==> config.mk <==
export PLATFORM = sky130hd
export DESIGN_NAME = serial_repeater
export DESIGN_NICKNAME = d
export VERILOG_FILES = /design/src/rtl/srep_pkg.sv /design/src/rtl/srep_tick_gen.sv /design/src/rtl/srep_rx.sv /design/src/rtl/srep_tx.sv /design/src/rtl/serial_repeater.sv
export SDC_FILE = /design/constraint.sdc
export NUM_CORES = 1
export LEC_CHECK = 0
export ABC_AREA = 1
export BUFFER_PORTS_ARGS = -buffer_cell sky130_fd_sc_hd__buf_2
export CAP_MARGIN = 20
export CORE_MARGIN = 2
export CORE_UTILIZATION = 45
export DETAILED_ROUTE_END_ITERATION = 8
export PLACE_DENSITY_LB_ADDON = 0.25
export SETUP_SLACK_MARGIN = 0.05
export SYNTH_ARGS = -nofsm -noshare
export SYNTH_HDL_FRONTEND = slang
export SYNTH_SLANG_ARGS = --single-unit
==> constraint.sdc <==
create_clock -name clk -period 4.64 [get_ports clk]
set_clock_uncertainty 0.1 [all_clocks]
set_input_delay 0 -clock clk [delete_from_list [all_inputs] [get_ports clk]]
set_output_delay 0 -clock clk [all_outputs]
set_load 0.05 [all_outputs]
==> src/rtl/srep_pkg.sv <==
package srep_pkg;
   localparam int OVS     = 16;          // ticks per bit
   localparam int HALF    = OVS / 2;
   localparam int DATA_W  = 8;
   localparam int FRAC_SH = 6;           // tick generator fractional shift
   localparam int STEP_NOM = 1 << FRAC_SH;
   localparam int STEP_BOOST = STEP_NOM + 1;  // 65/64 rate

   typedef enum logic [1:0] {
      TX_IDLE,
      TX_START,
      TX_DATA,
      TX_STOP
   } tx_state_e;
endpackage

==> src/rtl/srep_tick_gen.sv <==
// Fractional tick generator: one tick per (div * 2^FRAC_SH / STEP) cycles.
module srep_tick_gen
   import srep_pkg::*;
#(
   parameter int DIV_W = 16,
   parameter int STEP  = STEP_NOM
) (
   input  logic             clk,
   input  logic             rst_n,
   input  logic [DIV_W-1:0] div,
   output logic             tick
);
   localparam int ACC_W = DIV_W + FRAC_SH + 2;

   logic [ACC_W-1:0] acc;
   logic [ACC_W-1:0] lim;
   logic [ACC_W-1:0] nxt;

   always_comb begin
      lim = (div == '0) ? ACC_W'(STEP_NOM) : (ACC_W'(div) << FRAC_SH);
      nxt = acc + ACC_W'(STEP);
   end

   always_ff @(posedge clk) begin
      if (!rst_n) begin
         acc  <= '0;
         tick <= 1'b0;
      end else if (nxt >= lim) begin
         acc  <= nxt - lim;
         tick <= 1'b1;
      end else begin
         acc  <= nxt;
         tick <= 1'b0;
      end
   end
endmodule

==> src/rtl/srep_rx.sv <==
// Oversampling receiver: majority of three samples per bit, rehunts at stop midpoint.
module srep_rx
   import srep_pkg::*;
(
   input  logic              clk,
   input  logic              rst_n,
   input  logic              rx_in,
   input  logic              tick,
   output logic [DATA_W-1:0] data,
   output logic              valid,
   output logic              ferr
);
   localparam int PH_LAST = OVS * (DATA_W + 1) + HALF + 1;
   localparam int PH_W    = $clog2(PH_LAST + 1);
   localparam int POS_W   = $clog2(OVS);

   logic              sync1, rx_s;
   logic              busy;
   logic [PH_W-1:0]   ph;
   logic [POS_W-1:0]  pos;
   logic [PH_W-1:0]   idx;
   logic [1:0]        vote;
   logic              maj;
   logic [DATA_W-1:0] sh;

   always_comb begin
      pos = POS_W'(ph % PH_W'(OVS));
      idx = ph / PH_W'(OVS);
      maj = (vote[0] & vote[1]) | (vote[0] & rx_s) | (vote[1] & rx_s);
   end

   always_ff @(posedge clk) begin
      if (!rst_n) begin
         sync1 <= 1'b1;
         rx_s  <= 1'b1;
      end else begin
         sync1 <= rx_in;
         rx_s  <= sync1;
      end
   end

   always_ff @(posedge clk) begin
      if (!rst_n) begin
         busy  <= 1'b0;
         ph    <= '0;
         vote  <= 2'b11;
         sh    <= '0;
         data  <= '0;
         valid <= 1'b0;
         ferr  <= 1'b0;
      end else begin
         valid <= 1'b0;
         ferr  <= 1'b0;
         if (tick) begin
            if (!busy) begin
               if (!rx_s) begin
                  busy <= 1'b1;
                  ph   <= '0;
               end
            end else begin
               ph <= ph + 1'b1;
               if (pos == POS_W'(HALF - 1) || pos == POS_W'(HALF))
                  vote <= {vote[0], rx_s};
               if (pos == POS_W'(HALF + 1)) begin
                  if (idx == '0) begin
                     if (maj) busy <= 1'b0;       // false start
                  end else if (idx <= PH_W'(DATA_W)) begin
                     sh <= {maj, sh[DATA_W-1:1]};
                  end else begin
                     busy <= 1'b0;                // hunt again from stop midpoint
                     if (maj) begin
                        valid <= 1'b1;
                        data  <= sh;
                     end else begin
                        ferr <= 1'b1;
                     end
                  end
               end
            end
         end
      end
   end
endmodule

==> src/rtl/srep_tx.sv <==
// Transmitter whose stop bit may end early once STOP_MIN ticks have elapsed.
module srep_tx
   import srep_pkg::*;
#(
   parameter int STOP_MIN = HALF
) (
   input  logic              clk,
   input  logic              rst_n,
   input  logic              tick,
   input  logic              pend,
   input  logic [DATA_W-1:0] pend_data,
   output logic              take,
   output logic              line
);
   localparam int POS_W = $clog2(OVS);
   localparam int BI_W  = $clog2(DATA_W);

   tx_state_e         state;
   logic [POS_W-1:0]  tcnt;
   logic [BI_W-1:0]   bidx;
   logic [DATA_W-1:0] sh;
   logic              last;
   logic              can_start;

   always_comb begin
      last      = (tcnt == POS_W'(OVS - 1));
      can_start = (state == TX_IDLE) ||
                  (state == TX_STOP && tcnt >= POS_W'(STOP_MIN - 1));
      take      = tick && pend && can_start;
   end

   always_ff @(posedge clk) begin
      if (!rst_n) begin
         state <= TX_IDLE;
         tcnt  <= '0;
         bidx  <= '0;
         sh    <= '0;
         line  <= 1'b1;
      end else if (tick) begin
         if (take) begin
            sh    <= pend_data;
            line  <= 1'b0;
            state <= TX_START;
            tcnt  <= '0;
         end else begin
            case (state)
               TX_IDLE: line <= 1'b1;
               TX_START: begin
                  if (last) begin
                     line  <= sh[0];
                     sh    <= sh >> 1;
                     bidx  <= '0;
                     tcnt  <= '0;
                     state <= TX_DATA;
                  end else tcnt <= tcnt + 1'b1;
               end
               TX_DATA: begin
                  if (last) begin
                     tcnt <= '0;
                     if (bidx == BI_W'(DATA_W - 1)) begin
                        line  <= 1'b1;
                        state <= TX_STOP;
                     end else begin
                        line <= sh[0];
                        sh   <= sh >> 1;
                        bidx <= bidx + 1'b1;
                     end
                  end else tcnt <= tcnt + 1'b1;
               end
               TX_STOP: begin
                  if (last) begin
                     tcnt  <= '0;
                     state <= TX_IDLE;
                  end else tcnt <= tcnt + 1'b1;
               end
               default: state <= TX_IDLE;
            endcase
         end
      end
   end
endmodule

==> src/rtl/serial_repeater.sv <==
module serial_repeater
   import srep_pkg::*;
#(
   parameter int DIV_W          = 16,
   parameter int STOP_MIN_TICKS = HALF,
   parameter bit BOOST_TX       = 1'b0
) (
   input  logic             clk,
   input  logic             rst_n,
   input  logic             rx_in,
   input  logic [DIV_W-1:0] baud_div,
   output logic             tx_out,
   output logic             overrun,
   output logic             frame_err
);
   // Boost variant keeps full stop bits; shortening variant uses STOP_MIN_TICKS.
   localparam int EFF_STOP = BOOST_TX ? OVS : STOP_MIN_TICKS;

   if (DIV_W < 2 || DIV_W > 24) begin : g_bad_div
      $error("serial_repeater: DIV_W must be 2..24");
   end
   if (STOP_MIN_TICKS < HALF || STOP_MIN_TICKS > OVS) begin : g_bad_stop
      $error("serial_repeater: STOP_MIN_TICKS must be HALF..OVS");
   end

   logic              rx_tick, tx_tick;
   logic [DATA_W-1:0] rx_data;
   logic              rx_valid, rx_ferr;
   logic [DATA_W-1:0] hold_data;
   logic              hold_full;
   logic              tx_take;

   srep_tick_gen #(.DIV_W(DIV_W), .STEP(STEP_NOM)) u_rx_tick (
      .clk(clk), .rst_n(rst_n), .div(baud_div), .tick(rx_tick)
   );

   if (BOOST_TX) begin : g_boost
      srep_tick_gen #(.DIV_W(DIV_W), .STEP(STEP_BOOST)) u_tx_tick (
         .clk(clk), .rst_n(rst_n), .div(baud_div), .tick(tx_tick)
      );
   end else begin : g_nominal
      srep_tick_gen #(.DIV_W(DIV_W), .STEP(STEP_NOM)) u_tx_tick (
         .clk(clk), .rst_n(rst_n), .div(baud_div), .tick(tx_tick)
      );
   end

   srep_rx u_rx (
      .clk(clk), .rst_n(rst_n), .rx_in(rx_in), .tick(rx_tick),
      .data(rx_data), .valid(rx_valid), .ferr(rx_ferr)
   );

   srep_tx #(.STOP_MIN(EFF_STOP)) u_tx (
      .clk(clk), .rst_n(rst_n), .tick(tx_tick),
      .pend(hold_full), .pend_data(hold_data),
      .take(tx_take), .line(tx_out)
   );

   always_ff @(posedge clk) begin
      if (!rst_n) begin
         hold_data <= '0;
         hold_full <= 1'b0;
         overrun   <= 1'b0;
         frame_err <= 1'b0;
      end else begin
         if (rx_valid) begin
            hold_data <= rx_data;
            hold_full <= 1'b1;
            if (hold_full && !tx_take) overrun <= 1'b1;
         end else if (tx_take) begin
            hold_full <= 1'b0;
         end
         if (rx_ferr) frame_err <= 1'b1;
      end
   end
endmodule

==> impl_metrics.csv, run 1 <==
group,metric,value,unit
clock_network,cts.htree.levels,3,
sta,worst_slack,1.31,ns
floorplan,die_h,124,um
layout,n_antenna_cell,0,
layout,layout_commonest_cell,"nand2_1",
sta,clock.fmax,301,MHz
route,routed_wl,13800,um
placed_design,post_dp_cell_area,6710,sq um
route,drc,0,
grt,grt_first_pass_wirelength,24200,um
worst_setup_path,crit_required,4.82,ns
sta,worst_pin_slew,0.734,ns
worst_setup_path,r2r-start,"u_rx_tick.acc[6]$_SDFF_PN0_",
synthesis,postSynthCellCount,960,
power_and_ir_drop,p_per_area,468,nW/um^2
clock_network,cts_buffer_depth,2,
placed_design,dp_hpwl,10800,um
synthesis,syn-num-nets,1027,
outcome,status,"complete, no violations",
power_and_ir_drop,ir_drop,0.187,mV
synthesis,synth_flop_cell,"dfxtp_1",
layout,register_area,1960,sq um
synthesis,avgSynthCellArea,6.71,sq um
clock_network,cts_buffers,9,
worst_setup_path,rr_worst_depth,18,
clock_network,clkTransAtPathRegs,0.07,ns
sta,fin_crit,3.33,ns
layout,postLayoutCellArea,7020,sq um
worst_setup_path,cp-start-kind,"register",
power_and_ir_drop,seqPwrFrac,32.7,%
route,drtAntennaViolNets,0,
floorplan,coreArea,13900,sq um
sta,slew_violations,0,
power_and_ir_drop,p_comb_share,43.8,%
clock_network,hold_buffers,1,
job,drv_cap,0,
grt,antenna_found_initial,0,
synthesis,yosysWarnings,0,
layout,multi_input_area,3870,sq um
sta,rsz0062_at_grt,"no",
route,viasPerCell,4.83,
floorplan,pin_count,22,
min_path,hp-class,"in2reg",
worst_setup_path,startpoint,"u_rx_tick.acc[6]$_SDFF_PN0_",
route,route.vias.total,5618,
grt,grt_max_degree,29,
synthesis,seq_area_frac_synth,30.4,%
grt,grt_pass1_vias,5344,
power_and_ir_drop,intPower,1920,uW
clock_network,root_buffer,"clkbuf_16",
placed_design,gp_congestion,0.839,
route,wl_per_cell,11.9,um
floorplan,start_util,46.3,%
worst_setup_path,rrSetupSlack,1.31,ns
grt,grt_overflow_total,0,
clock_network,cts_resized,0,
sta,final-hold-violation-count,0,
worst_setup_path,arrival,3.50,ns
sta,slew_headroom,50.6,%
layout,nFillCells,1417,
floorplan,die_w,124,um
power_and_ir_drop,swShare,41.7,%
grt,grt_use_total,19.8,%
layout,area_delta_synth_final,8.89,%
clock_network,cts_tree,"done",
worst_setup_path,critPathMaxFanout,28,
worst_setup_path,rr_endpoint,"u_rx_tick.acc[16]$_SDFF_PN0_",
synthesis,synth_edf_count,0,
sta,period_share,71.7,%
sta,setup_viol,0,
worst_setup_path,endpoint,"u_rx_tick.acc[16]$_SDFF_PN0_",
floorplan,dieArea,15300,sq um
power_and_ir_drop,switchingPower,1370,uW
synthesis,async_reset_ff_share,0,%
power_and_ir_drop,p_leak,0.00327,uW
layout,final_cell_mix,"nand2_1 (235), inv_1 (140), dfxtp_1 (98)",
clock_network,cts.sinks,98,
worst_setup_path,crit_type,"reg2reg",
power_and_ir_drop,p_total,3280,uW
power_and_ir_drop,pwr-share-clk,23.5,%
placed_design,place_ws,1.33,ns
clock_network,cts_setup_buffers,0,
synthesis,ys_ff_latch,98,
route,drt_iter0_markers,340,
synthesis,syn_area,6440,sq um
synthesis,synth_cell_types,41,
layout,drive_gt1_share,7.02,%
route,dr.pass1.iters,5,
sta,tns,0,ns
placed_design,portBuffers,21,
worst_setup_path,endpoint_kind,"register",
floorplan,fp-row-count,43,
clock_network,clk_latency,0.35,ns
layout,nNetsFinal,1045,
[cells in the mapped netlist, types with 6 or more instances]
cell type  number  area share (%)
nor2_1         90             5.2
nor2_4          6             1.0
o21ai_1        14             1.1
o21ai_0        64             5.0
a21oi_1        87             6.8
clkbuf_1       11            0.64
inv_1         140             8.2
nor3_1          7            0.54
nand4_1         8            0.78
ha_1           46             8.9
xnor2_1        23             3.1
nand3_1        41             3.2
nand2_1       235              14
xor2_1         31             4.2
nand2_2         8            0.78
dfxtp_1        98              30
[cell type report]
cell class	instances	area share, %
clock buffers	9	3.21
repair buffers	24	1.85
flip-flops and latches	98	28.0
clock inverters	7	1.09
inverters	142	7.59
multi-input cells	703	55.1
well taps	180	3.21
[worst min-delay path by stage]
stage	to	cells after the start	slack, ns	from
floorplan	u_rx.sync1$_SDFF_PN1_	1	0.007	rx_in
global placement	u_rx.sync1$_SDFF_PN1_	2	0.09	rx_in
detailed placement	u_rx.sync1$_SDFF_PN1_	2	0.09	rx_in
CTS	u_tx.sh[4]$_SDFFE_PN0P_	3	0.004	rst_n
global route	g_nominal.u_tx_tick.acc[7]$_SDFF_PN0_	3	0.03	baud_div[1]
finish	u_tx.sh[4]$_SDFFE_PN0P_	3	0.009	rst_n
[registers in the layout (all words and copies together) (netlist names), 2 cells and up]
signal,flops
g_nominal.u_tx_tick.acc,18
u_rx.sh,8
u_tx.bidx,3
u_tx.tcnt,4
u_rx_tick.acc,18
hold_data,8
u_rx.vote,2
u_rx.data,8
u_tx.sh,8
u_tx.state,2
u_rx.ph,8
[power groups by stage]
stage | registers (uW) | clock network, uW | logic [uW]
floorplan | 1070 | 0 | 1160
global placement | 1090 | 0 | 1420
detailed placement | 1090 | 0 | 1420
CTS | 1080 | 791 | 1430
global route | 1090 | 826 | 1660
finish | 1070 | 771 | 1440
[routing by layer]
| metal | wire length [um] | global-route usage, % | vias to the layer above |
|---|---|---|---|
| li1 | - | - | 3104 |
| met1 | 7400 | 27.9 | 2447 |
| met2 | 5870 | 31.1 | 53 |
| met3 | 323 | 2.66 | 14 |
| met4 | 208 | 6.75 | 0 |
| met5 | 0 | 0 | - |
[metrics by stage]
step,utilization (%),hold WS (ns),instances
4_1_cts,50.4,0.00449,1163
3_5_place_dp,48.1,0.0900,1146
5_1_grt,50.4,0.0304,1163
6_report,50.4,0.00858,1163
2_1_floorplan,-,0.00658,960
3_3_place_gp,48.1,0.0875,1146
[critical path, cell delays in order (launching register included)]
cell      delay (ns)
dfxtp_1         0.40
ha_1            0.21
nand2_1         0.07
nor2_2          0.15
nand2_2         0.12
nor3_1          0.27
nand3_1         0.13
xor2_1          0.14
inv_1           0.07
ha_1            0.33
nand2_1         0.13
nor2_1          0.07
nand2_1         0.08
o21bai_1        0.10
nor2_2          0.15
nand3_4         0.24
inv_2           0.25
nand2_1         0.07
a21oi_1         0.16
[cell families after synthesis]
| family | Yosys count | share of synthesized area, % |
|---|---|---|
| fa+ha+maj | 48 | 9.55 |
| buf+inv | 159 | 9.57 |
| compound gates | 187 | 15.4 |
| flops | 98 | 30.4 |
| xor+xnor | 54 | 7.34 |
| simple gates | 414 | 27.7 |
(Power assumes the default switching activity.)
==> inputs of run 2 (changes only) <==
- ABC_AREA: 1 -> 0
- clock period: 4.64 -> 3.4 ns (I/O delays scaled with it)
==> run 2 against run 1 <==
Against the previous run:
- the flow now finishes with violations (setup timing)
- synthesized cell count decreased by 19%
- critical path depth decreased by 3
- die area down 2.1%
- first-iteration DRC count decreased by 0.29%
- critical path type unchanged
==> impl_metrics.csv, run 2 <==
group,metric,value,unit
route,viasPerCell,5.64,
sta,slew_headroom,32.9,%
grt,grt_pass1_vias,5752,
synthesis,async_reset_ff_share,0,%
sta,worst_pin_slew,1.00,ns
synthesis,yosysMostFrequentCell,"nor2_1",
power_and_ir_drop,p_comb_share,50.4,%
worst_setup_path,cp-start-kind,"register",
worst_setup_path,crit_type,"reg2reg",
outcome,status,"complete, but fails checks",
synthesis,ys_ff_latch,98,
power_and_ir_drop,p_leak,0.00339,uW
synthesis,synth_cell_types,61,
synthesis,synth_top_area_share,31.1,%
power_and_ir_drop,switchingPower,1960,uW
layout,n_antenna_cell,0,
job,drv_cap,0,
layout,area_delta_synth_final,22.8,%
sta,setup_viol,11,
power_and_ir_drop,intPower,3140,uW
floorplan,coreArea,13800,sq um
synthesis,syn-num-nets,848,
grt,grt_overflow_total,0,
power_and_ir_drop,p_per_area,659,nW/um^2
placed_design,gp_congestion,0.872,
layout,layout_commonest_cell,"nor2_1",
synthesis,avgSynthCellArea,8.07,sq um
sta,final-hold-violation-count,0,
worst_setup_path,cp_common_cell,"buf_4",
placed_design,portBuffers,21,
route,drtAntennaViolNets,0,
power_and_ir_drop,pwr-share-clk,20.5,%
layout,largestRegisters,"g_nominal.u_tx_tick.acc: 18 flops, u_rx_tick.acc: 18 flops",
worst_setup_path,endpoint_kind,"register",
synthesis,synth_top_area_cell,"dfxtp_1",
floorplan,die_w,122,um
floorplan,die_h,122,um
route,route.vias.total,5840,
synthesis,seq_area_frac_synth,31.1,%
layout,final_cell_mix,"nor2_1 (99), dfxtp_1 (87), nand2_1 (66)",
synthesis,ys_top_cells_by_count,"nor2_1 (103), dfxtp_1 (98), nand2_1 (69)",
sta,tns,-0.393,ns
synthesis,synth.area.top_cells,"dfxtp_1 (31%), ha_1 (9.1%), mux2i_1 (6.5%)",
worst_setup_path,critPathSlowestCell,"dfxtp_2",
synthesis,yosysWarnings,0,
floorplan,dieArea,15000,sq um
worst_setup_path,cp_cell_sequence,"nand4_1, buf_4, nor3_4, and3_4, xor2_4, ha_4, a21oi_1, o21a_1, nor2_1, a2111o_1, nor4_4, buf_4, buf_12, or2b_1, o211a_1",
sta,fin_crit,3.49,ns
worst_setup_path,arrival,3.64,ns
clock_network,root_buffer,"clkbuf_16",
clock_network,cts_tree,"done",
layout,nFillCells,1271,
clock_network,clk_latency,0.36,ns
synthesis,syn_area,6300,sq um
worst_setup_path,critPathMaxFanout,6,
worst_setup_path,crit_family,"simple AND/OR/NAND/NOR gates",
clock_network,cts_buffers,9,
synthesis,synth_flop_cell,"dfxtp_1",
layout,multi_input_area,4440,sq um
layout,nNetsFinal,918,
synthesis,postSynthCellCount,781,
worst_setup_path,cpPeakStageDelay,0.36,ns
sta,period_share,103,%
sta,clock.fmax,287,MHz
power_and_ir_drop,swShare,38.4,%
clock_network,cts.sinks,98,
grt,grt_max_degree,53,
floorplan,start_util,45.8,%
layout,drive_gt1_share,20.6,%
layout,register_area,1980,sq um
sta,slew_violations,0,
clock_network,clkTransAtPathRegs,0.07,ns
min_path,hp-class,"in2reg",
route,wl_per_cell,15.6,um
route,dr.pass1.iters,6,
placed_design,dp_hpwl,11300,um
route,routed_wl,16100,um
worst_setup_path,cp_num_buf_inv,3,
sta,rsz0062_at_grt,"yes",
clock_network,cts_buffer_depth,2,
power_and_ir_drop,ir_drop,0.477,mV
synthesis,synth_edf_count,0,
route,drt_iter0_markers,339,
route,drc,0,
sta,worst_slack,-0.0871,ns
floorplan,pin_count,22,
grt,grt_first_pass_wirelength,26200,um
worst_setup_path,crit_required,3.55,ns
grt,antenna_found_initial,0,
floorplan,fp-row-count,43,
clock_network,cts.htree.levels,3,
power_and_ir_drop,seqPwrFrac,29.0,%
placed_design,place_ws,-0.0482,ns
grt,grt_use_total,21.6,%
outcome,violations,"setup timing",
[run 2: kinds of logic (layout without fill, tap and decap cells)]
family          Yosys count  count (layout)  synth area share [%]
compound gates          162             162                  16.6
xor+xnor                 57              57                  7.92
fa+ha+maj                49              49                  9.92
buf+inv                  63             137                  4.17
flops                    98              98                  31.1
mux                      42              42                  6.69
simple gates            310             310                  23.6
[run 2: through the flow]
| stage | std cells | area, sq um | utilization [%] | power (uW) | hold slack (ns) |
|---|---|---|---|---|---|
| 4_1_cts | 1026 | 7430 | 53.9 | 4860 | 0.0641 |
| 2_1_floorplan | 781 | 6320 | - | 3020 | 0.00147 |
| 6_report | 1035 | 7740 | 56.2 | 5100 | 0.0841 |
| 5_1_grt | 1035 | 7740 | 56.2 | 5410 | 0.114 |
| 3_5_place_dp | 993 | 6830 | 49.6 | 3610 | 0.0896 |
| 3_3_place_gp | 993 | 6830 | 49.6 | 3550 | 0.0860 |
[run 2: power groups by stage]
| stage | Sequential [uW] | Combinational [uW] | Clock (uW) |
|---|---|---|---|
| finish | 1480 | 2570 | 1050 |
| CTS | 1450 | 2350 | 1070 |
| detailed placement | 1460 | 2150 | 0 |
| global route | 1510 | 2800 | 1100 |
| floorplan | 1430 | 1580 | 0 |
| global placement | 1460 | 2080 | 0 |
[run 2: area by class of cell]
cell class              count  share of cell area, %
clock buffers              10                   2.96
flip-flops and latches     98                   25.6
well taps                 180                   2.91
inverters                  32                   1.55
clock inverters             5                  0.840
multi-input cells         620                   57.3
repair buffers             90                   8.86
[run 2: metal layers]
| layer | share of wire (%) | global-route usage (%) | vias up |
|---|---|---|---|
| met5 | 0 | 0 | - |
| met4 | 2.0 | 6.68 | 0 |
| met3 | 3.3 | 3.30 | 27 |
| met2 | 51 | 39.8 | 131 |
| met1 | 44 | 25.7 | 2775 |
| li1 | - | - | 2907 |
[run 2: path summary, 6_finish.rpt]
kind                                                from                                     end  slack, ns  cells past startpoint
setup / recovery  g_nominal.u_tx_tick.acc[11]$_SDFF_PN0_  g_nominal.u_tx_tick.acc[20]$_SDFF_PN0_      -0.09                     15
hold / removal                               baud_div[0]             u_rx_tick.acc[6]$_SDFF_PN0_       0.08                      4
setup reg to reg  g_nominal.u_tx_tick.acc[11]$_SDFF_PN0_  g_nominal.u_tx_tick.acc[20]$_SDFF_PN0_      -0.09                     15
hold reg to reg                    u_rx.sync1$_SDFF_PN1_                    u_rx.rx_s$_SDFF_PN1_       0.31                      1
[run 2: repair_timing]
item / 4_1_cts / 5_1_grt
gates resized for setup: 28 / 56
pin swaps: 15 / 32
setup buffers: 13 / 10
gates cloned: 2 / 0
endpoints found under the setup margin: 16 / 36
hold buffers: 3 / 0
endpoints found under the hold margin: 10 / 0
[run 2: worst min-delay path: cells and delay by family]
family | cells | cell delay [ns]
AOI/OAI and AO/OA | 2 | 0.22
adders and majority gates | 1 | 0.19
buffers and inverters | 1 | 0.08
